===== src/rtl/lpdir_pkg.sv =====
package lpdir_pkg;
  typedef enum logic [1:0] {
    OP_READ  = 2'd0,
    OP_WRITE = 2'd1,
    OP_EVICT = 2'd2
  } dir_op_e;

  typedef enum logic [1:0] {
    LS_UNC = 2'd0,
    LS_SHR = 2'd1,
    LS_MOD = 2'd2
  } line_st_e;

  typedef enum logic [1:0] {
    FS_IDLE  = 2'd0,
    FS_PROBE = 2'd1,
    FS_GRANT = 2'd2
  } fsm_e;
endpackage


===== src/rtl/lpdir_next.sv =====
// Combinational entry update: given the current entry and one request,
// produce the new entry, the probe target set and the grant kind.
module lpdir_next
  import lpdir_pkg::*;
#(
  parameter int NPROC = 8,
  parameter int NPTR  = 2,
  localparam int IDW  = $clog2(NPROC),
  localparam int PW   = (NPTR > 1) ? $clog2(NPTR) : 1
) (
  input  logic [1:0]                cur_st,
  input  logic                      cur_coarse,
  input  logic [NPTR-1:0]           cur_v,
  input  logic [NPTR-1:0][IDW-1:0]  cur_id,
  input  logic [1:0]                op,
  input  logic [IDW-1:0]            src,
  output logic [1:0]                nxt_st,
  output logic                      nxt_coarse,
  output logic [NPTR-1:0]           nxt_v,
  output logic [NPTR-1:0][IDW-1:0]  nxt_id,
  output logic [NPROC-1:0]          mask,
  output logic                      recall,
  output logic                      need_gnt,
  output logic                      excl
);
  logic [NPTR-1:0] hit;
  logic            free_ok;
  logic [PW-1:0]   free_idx;

  always_comb begin
    hit      = '0;
    free_ok  = 1'b0;
    free_idx = '0;
    for (int i = 0; i < NPTR; i++) hit[i] = cur_v[i] && (cur_id[i] == src);
    for (int i = NPTR - 1; i >= 0; i--) begin
      if (!cur_v[i]) begin
        free_ok  = 1'b1;
        free_idx = PW'(i);
      end
    end
  end

  always_comb begin
    nxt_st     = cur_st;
    nxt_coarse = cur_coarse;
    nxt_v      = cur_v;
    nxt_id     = cur_id;
    mask       = '0;
    recall     = 1'b0;
    need_gnt   = 1'b0;
    excl       = 1'b0;
    unique case (op)
      OP_READ: begin
        need_gnt = 1'b1;
        if (cur_st == LS_MOD && cur_id[0] != src) begin
          // owner must return dirty data; both become sharers
          mask[cur_id[0]] = 1'b1;
          recall    = 1'b1;
          nxt_st    = LS_SHR;
          nxt_v     = '0;
          nxt_v[0]  = 1'b1;
          nxt_v[1]  = 1'b1;
          nxt_id[1] = src;
        end else if (cur_st == LS_MOD) begin
          excl = 1'b1;
        end else begin
          nxt_st = LS_SHR;
          if (!cur_coarse && hit == '0) begin
            if (free_ok) begin
              nxt_v[free_idx]  = 1'b1;
              nxt_id[free_idx] = src;
            end else begin
              nxt_coarse = 1'b1;
            end
          end
        end
      end
      OP_WRITE: begin
        need_gnt   = 1'b1;
        excl       = 1'b1;
        nxt_st     = LS_MOD;
        nxt_coarse = 1'b0;
        nxt_v      = '0;
        nxt_v[0]   = 1'b1;
        nxt_id     = '0;
        nxt_id[0]  = src;
        if (cur_coarse) begin
          mask      = '1;
          mask[src] = 1'b0;
        end else begin
          for (int i = 0; i < NPTR; i++)
            if (cur_v[i] && cur_id[i] != src) mask[cur_id[i]] = 1'b1;
        end
      end
      OP_EVICT: begin
        if (!cur_coarse) begin
          nxt_v = cur_v & ~hit;
          if ((cur_v & ~hit) == '0) nxt_st = LS_UNC;
        end
      end
      default: ;
    endcase
  end
endmodule


===== src/rtl/lpdir_probe_seq.sv =====
// Issues the probes of one request lowest ID first and counts acknowledgements.
module lpdir_probe_seq #(
  parameter int NPROC = 8,
  localparam int IDW  = $clog2(NPROC),
  localparam int CW   = $clog2(NPROC + 1)
) (
  input  logic             clk,
  input  logic             rst_n,
  input  logic             load,
  input  logic [NPROC-1:0] load_mask,
  input  logic             load_recall,
  output logic             probe_valid,
  input  logic             probe_ready,
  output logic [IDW-1:0]   probe_dst,
  output logic             probe_recall,
  input  logic             ack_valid,
  output logic             done
);
  logic [NPROC-1:0] mask_q;
  logic             recall_q;
  logic [CW-1:0]    need_q, got_q;

  always_comb begin
    probe_dst = '0;
    for (int i = NPROC - 1; i >= 0; i--)
      if (mask_q[i]) probe_dst = IDW'(i);
  end

  assign probe_valid  = |mask_q;
  assign probe_recall = recall_q;
  assign done         = (mask_q == '0) && (got_q == need_q);

  always_ff @(posedge clk) begin
    if (!rst_n) begin
      mask_q   <= '0;
      recall_q <= 1'b0;
      need_q   <= '0;
      got_q    <= '0;
    end else if (load) begin
      mask_q   <= load_mask;
      recall_q <= load_recall;
      need_q   <= CW'($countones(load_mask));
      got_q    <= '0;
    end else begin
      if (probe_valid && probe_ready) mask_q[probe_dst] <= 1'b0;
      if (ack_valid && got_q != need_q) got_q <= got_q + 1'b1;
    end
  end

  // a stalled probe keeps its payload
  p_probe_hold_r10: assert property (@(posedge clk) disable iff (!rst_n)
    probe_valid && !probe_ready |=> probe_valid && $stable(probe_dst) && $stable(probe_recall));

  // acknowledgements only arrive while some are still owed
  p_ack_expected_r11: assert property (@(posedge clk) disable iff (!rst_n)
    ack_valid && !load |-> got_q != need_q);
endmodule


===== src/rtl/lpdir_ctrl.sv =====
module lpdir_ctrl
  import lpdir_pkg::*;
#(
  parameter int NPROC = 8,
  parameter int NPTR  = 2,
  parameter int NLINE = 4,
  localparam int IDW  = $clog2(NPROC),
  localparam int LW   = $clog2(NLINE)
) (
  input  logic           clk,
  input  logic           rst_n,
  input  logic           req_valid,
  output logic           req_ready,
  input  logic [1:0]     req_op,
  input  logic [IDW-1:0] req_src,
  input  logic [LW-1:0]  req_line,
  output logic           probe_valid,
  input  logic           probe_ready,
  output logic [IDW-1:0] probe_dst,
  output logic [LW-1:0]  probe_line,
  output logic           probe_recall,
  input  logic           ack_valid,
  output logic           gnt_valid,
  input  logic           gnt_ready,
  output logic [IDW-1:0] gnt_dst,
  output logic [LW-1:0]  gnt_line,
  output logic           gnt_excl
);
  logic [1:0]               lst_q    [NLINE];
  logic                     coarse_q [NLINE];
  logic [NPTR-1:0]          ptrv_q   [NLINE];
  logic [NPTR-1:0][IDW-1:0] ptrid_q  [NLINE];

  fsm_e           fsm_q;
  logic [LW-1:0]  line_q;
  logic [IDW-1:0] src_q;
  logic           excl_q;

  logic [1:0]               n_st;
  logic                     n_coarse;
  logic [NPTR-1:0]          n_v;
  logic [NPTR-1:0][IDW-1:0] n_id;
  logic [NPROC-1:0]         n_mask;
  logic                     n_recall, n_gnt, n_excl;
  logic                     acc, seq_done;

  assign req_ready = (fsm_q == FS_IDLE);
  assign acc       = req_valid && req_ready;

  lpdir_next #(.NPROC(NPROC), .NPTR(NPTR)) next_i (
    .cur_st    (lst_q[req_line]),
    .cur_coarse(coarse_q[req_line]),
    .cur_v     (ptrv_q[req_line]),
    .cur_id    (ptrid_q[req_line]),
    .op        (req_op),
    .src       (req_src),
    .nxt_st    (n_st),
    .nxt_coarse(n_coarse),
    .nxt_v     (n_v),
    .nxt_id    (n_id),
    .mask      (n_mask),
    .recall    (n_recall),
    .need_gnt  (n_gnt),
    .excl      (n_excl)
  );

  lpdir_probe_seq #(.NPROC(NPROC)) seq_i (
    .clk         (clk),
    .rst_n       (rst_n),
    .load        (acc),
    .load_mask   (n_mask),
    .load_recall (n_recall),
    .probe_valid (probe_valid),
    .probe_ready (probe_ready),
    .probe_dst   (probe_dst),
    .probe_recall(probe_recall),
    .ack_valid   (ack_valid),
    .done        (seq_done)
  );

  assign probe_line = line_q;
  assign gnt_valid  = (fsm_q == FS_GRANT);
  assign gnt_dst    = src_q;
  assign gnt_line   = line_q;
  assign gnt_excl   = excl_q;

  always_ff @(posedge clk) begin
    if (!rst_n) begin
      for (int l = 0; l < NLINE; l++) begin
        lst_q[l]    <= LS_UNC;
        coarse_q[l] <= 1'b0;
        ptrv_q[l]   <= '0;
        ptrid_q[l]  <= '0;
      end
    end else if (acc) begin
      lst_q[req_line]    <= n_st;
      coarse_q[req_line] <= n_coarse;
      ptrv_q[req_line]   <= n_v;
      ptrid_q[req_line]  <= n_id;
    end
  end

  always_ff @(posedge clk) begin
    if (!rst_n) begin
      fsm_q  <= FS_IDLE;
      line_q <= '0;
      src_q  <= '0;
      excl_q <= 1'b0;
    end else begin
      unique case (fsm_q)
        FS_IDLE: if (acc) begin
          line_q <= req_line;
          src_q  <= req_src;
          excl_q <= n_excl;
          if (n_mask != '0) fsm_q <= FS_PROBE;
          else if (n_gnt)   fsm_q <= FS_GRANT;
        end
        FS_PROBE: if (seq_done) fsm_q <= FS_GRANT;
        FS_GRANT: if (gnt_ready) fsm_q <= FS_IDLE;
        default:  fsm_q <= FS_IDLE;
      endcase
    end
  end

  initial p_min_slots_r3: assert (NPTR >= 2);

  for (genvar g = 0; g < NLINE; g++) begin : g_line_chk
    // a Modified line names exactly one owner
    p_single_owner_r7: assert property (@(posedge clk) disable iff (!rst_n)
      lst_q[g] == LS_MOD |-> $countones(ptrv_q[g]) == 1);
    // coarse mode only exists on a Shared line
    p_coarse_shared_r3: assert property (@(posedge clk) disable iff (!rst_n)
      coarse_q[g] |-> lst_q[g] == LS_SHR);
  end

  // a stalled grant keeps its payload
  p_gnt_hold_r10: assert property (@(posedge clk) disable iff (!rst_n)
    gnt_valid && !gnt_ready |=> gnt_valid && $stable(gnt_dst) && $stable(gnt_excl) && $stable(gnt_line));
  // no new request while output traffic is pending
  p_busy_blocks_r10: assert property (@(posedge clk) disable iff (!rst_n)
    probe_valid || gnt_valid |-> !req_ready);
  // grant never overlaps outstanding probes
  p_gnt_after_probes_r11: assert property (@(posedge clk) disable iff (!rst_n)
    probe_valid |-> !gnt_valid);
  // the requester is never probed
  p_no_self_probe_r5: assert property (@(posedge clk) disable iff (!rst_n)
    probe_valid |-> probe_dst != src_q);
endmodule


===== config.mk =====
export PLATFORM = sky130hd
export DESIGN_NAME = lpdir_ctrl
export DESIGN_NICKNAME = d
export VERILOG_FILES = /design/src/rtl/lpdir_pkg.sv /design/src/rtl/lpdir_next.sv /design/src/rtl/lpdir_probe_seq.sv /design/src/rtl/lpdir_ctrl.sv
export SDC_FILE = /design/constraint.sdc
export NUM_CORES = 1
export LEC_CHECK = 0
export BUFFER_PORTS_ARGS = -buffer_cell sky130_fd_sc_hd__clkbuf_2
export CORE_MARGIN = 1
export CORE_UTILIZATION = 57
export CTS_BUF_LIST = sky130_fd_sc_hd__clkbuf_4 sky130_fd_sc_hd__clkbuf_8 sky130_fd_sc_hd__clkbuf_16
export DETAILED_ROUTE_END_ITERATION = 10
export HOLD_SLACK_MARGIN = 0.02
export PLACE_DENSITY = 0.76
export SLEW_MARGIN = 20
export SYNTH_ARGS = -nofsm -noshare
export SYNTH_HDL_FRONTEND = slang
export SYNTH_SLANG_ARGS = --single-unit

===== constraint.sdc =====
create_clock -name clk -period 6.2 [get_ports clk]
set_input_delay 0.62 -clock clk [delete_from_list [all_inputs] [get_ports clk]]
set_output_delay 0.62 -clock clk [all_outputs]
set_load 0.03 [all_outputs]

==> results.md <==
* Status: finished, final reports clean
* Max_slew headroom at 0.505
* WP data arrival at a little over 5 ns
* Post-route setup TNS at 0 ns
* Clk_lat worst skew at ~0.35 ns
* Area Growth Syn to Fin at 9.08%
* DR pass1 iterations at 5
* Largest cells by area after synthesis: edfxtp_1 (29%), dfxtp_1 (13%), nor2_1 (5.9%), mux4_2 (5.3%), nand2_1 (4.9%)
* Routability cong. at 0.949
* Top-area cell type share of the netlist area at 0.291
* # nets final at about 480
* Detailed Route WL at around 10 mm
* Avg Inst Size Synth at around 9.6 µm²
* Critical path capture point type: flip-flop
* RSZ-0062 raised after global routing: false
* YS warnings at 0
* Distinct cell type count after synthesis at just over 60
* Chip height at between 80 and 90 µm
* Area of the multi-input gates at 2230 µm²
* CTS-repair resized insts at 0
* Initial DRC Count at 286
* Vias after detailed routing at 3,462
* Initial antenna violation count at 0
* Total global-route track usage at 0.277
* Worst hold path depth at 2
* Synth Instances at 440
* Fill cells at slightly above 600
* Fmax achieved at about 210 MHz
* CP Buf/Inv Count at 4
* Largest net degree at the start of global routing at 23
* Hold-fix buffers, CTS at 0
* Worst Reg-to-Reg Cells at 16
* # rows at 31
* Initial Utilization at 0.586
* Post-Route Skew at 0.0117 ns
* Worst reg2reg path endpoint: seq_i.need_q[2]
* Dpl hpwl at ~7.1 mm
* Residual DRC at 0
* Reg-to-reg startpoint: ptrid_q[2][2]
* Top FF cell, synth: edfxtp_1
* WS Path Type: in2reg
* Yosys reg bits at 69
* Max incr delay on CP at between 0.6 and 0.7 ns
* CTS Sinks at 69
* Largest area contributor in the netlist: edfxtp_1
* Register area share after synthesis at 0.424
* # port buffers at 27
* PwrDens at approximately 270 nW/µm²
* Slew Limit Fails at 0
* Clk slew on worst S/H paths at 0.08 ns
* Tmin final at 4.84 ns
* Die width at approximately 88 µm
* Worst reg2reg setup slack at 1.81 ns
* Drt wl/cell at 18.0 µm
* Leakage power at around 1.8 nW
* Slowest-stage cell, CP: mux4_2
* Routed vias/inst at 6.19
* Clock buffer depth at 2
* CTS H-tree lvls at 3
* Antenna cell count at 0
* Top delay family on crit path: adder cells
* Worst Path Max Fanout at 18
* First-pass GRT wire length at roughly 16 mm
* Final period util at 0.781
* Vias in the first global route at ~3,200
* Share of cells above drive strength 1 at 0.146
* CTS Buf Count at 9
* Min-delay src: gnt_excl
* IO Pins at 28
* Register Area at approximately 1800 µm²
* Root Buffer: clkbuf_8
* Async SR Flop Fraction at 0
* Die Footprint at 7770 µm²
* Mapped Area at ~4200 µm²
* Worst Tran Pin Value at between 0.7 and 0.8 ns
* Number of enable flip-flop cells after synthesis at a little over 40
* Min-Delay Endpoint: gnt_excl
* CTS tree: done
* CP dominant cell by count: fa_1
* Max Cap Viol at 0
* Post-CTS setup buffers at 0
* Peak VDD IR at ~0.00019 V
* Syn nets at around 470
* Fin. Hold Viols at 0
* Critical Path RT at about 6.5 ns
* Routed Antenna Nets at 0
* Cells along the critical path: clkbuf_2, mux4_2, xor2_1, nor3_1, buf_4, nor3_1, a311oi_1, o32ai_1, ha_1, inv_1, fa_1, inv_1, fa_1, ha_1, fa_1, nand2_1, a21boi_0
* Congestion Overflow GR at 0
* # setup viols final at 0
* Core area at a little over 7000 µm²
* Crit start category: primary input
* Hold slack at between 0.4 and 0.5 ns
* Min-delay worst type: reg2reg
-- where the power goes --
part	internal, W	switching, W
sequential	0.000517	0.0000155
combinational	0.0000867	0.000188
clock	0.000239	0.000176
-- per-layer routing --
metal	global-route usage	vias to the layer above	part of all wire
met5	0	-	0
met4	0.113	0	0.025
met3	0.0622	25	0.085
met2	0.423	171	0.46
met1	0.386	1649	0.43
li1	-	1617	-
-- placed cells by master (no fill, tap or decap), drive strengths merged, types with 11 or more instances in the layout --
master	instances
nand2	55
mux4	11
o21ai	16
edfxtp	41
inv	24
clkbuf	39
nor2	68
ha	11
dfxtp	28
nor3	14
a21oi	12
a21boi	11
nor2b	11
-- through the flow --
stage / total power [W] / utilization / setup WS, ns / std cells / instance area, µm²
2_1_floorplan: 0.000742 / - / 1.73 / 440 / 4230
3_3_place_gp: 0.000805 / 0.607 / 1.18 / 543 / 4380
3_5_place_dp: 0.000810 / 0.607 / 1.06 / 543 / 4380
4_1_cts: 0.00122 / 0.639 / 1.37 / 559 / 4610
5_1_grt: 0.00128 / 0.639 / 1.06 / 559 / 4610
6_report: 0.00122 / 0.639 / 1.36 / 559 / 4610
-- final cells by class --
type | instances | share of cell area
Timing Repair Buffer | 29 | 0.0325
Clock inverter | 4 | 0.0108
Clock buffer | 12 | 0.0393
Inverter | 24 | 0.0195
Sequential cell | 69 | 0.388
Tap cell | 99 | 0.0269
Multi-Input combinational cell | 322 | 0.483
-- kinds of logic after synthesis --
kind of cell             share of synthesized area
AND/OR/NAND/NOR                              0.204
AO/OA/AOI/OAI                                0.158
flip-flops                                   0.424
buffers and inverters                       0.0500
multiplexers                                0.0861
adder cells (fa/ha/maj)                     0.0515
XOR/XNOR                                    0.0266
-- cells in the mapped netlist (4+ instances only) --
library cell,instances
inv_1,23
a21boi_0,11
or3_1,5
clkbuf_1,17
nor2_1,67
ha_1,11
xor2_1,4
nor3b_1,8
nand3_1,5
xnor2_1,7
nor2b_1,11
a21oi_1,12
buf_2,4
nor3_1,14
o21ai_0,14
a31oi_1,5
nand2_1,55
o21a_1,4
mux2i_1,9
edfxtp_1,41
nand4_1,4
mux4_2,10
fa_1,4
dfxtp_1,28
-- registers in the layout (all words and copies together), names as in the netlist --
name,cells
coarse_q,4
fsm_q,2
gnt_dst,3
gnt_excl,1
gnt_line,2
lst_q,8
ptrid_q,24
ptrv_q,8
seq_i.got_q,4
seq_i.mask_q,8
seq_i.need_q,4
seq_i.probe_recall,1
-- tightest hold or removal path, cell delays in order (launching register included) --
cell     delay (ns)
dfxtp_1        0.31
nand2_1        0.05
nand2_1        0.04
-- how the worst max path moves through the flow --
stage / startpoint / endpoint / cells after the start
2_1_floorplan: req_line[0] / seq_i.need_q[2] / 16
3_3_place_gp: req_line[0] / seq_i.need_q[2] / 17
3_5_place_dp: req_line[0] / seq_i.need_q[2] / 17
4_1_cts: req_line[0] / seq_i.need_q[2] / 17
5_1_grt: req_line[0] / seq_i.need_q[2] / 17
6_report: req_line[0] / seq_i.need_q[2] / 17
(Power assumes the default switching activity.)
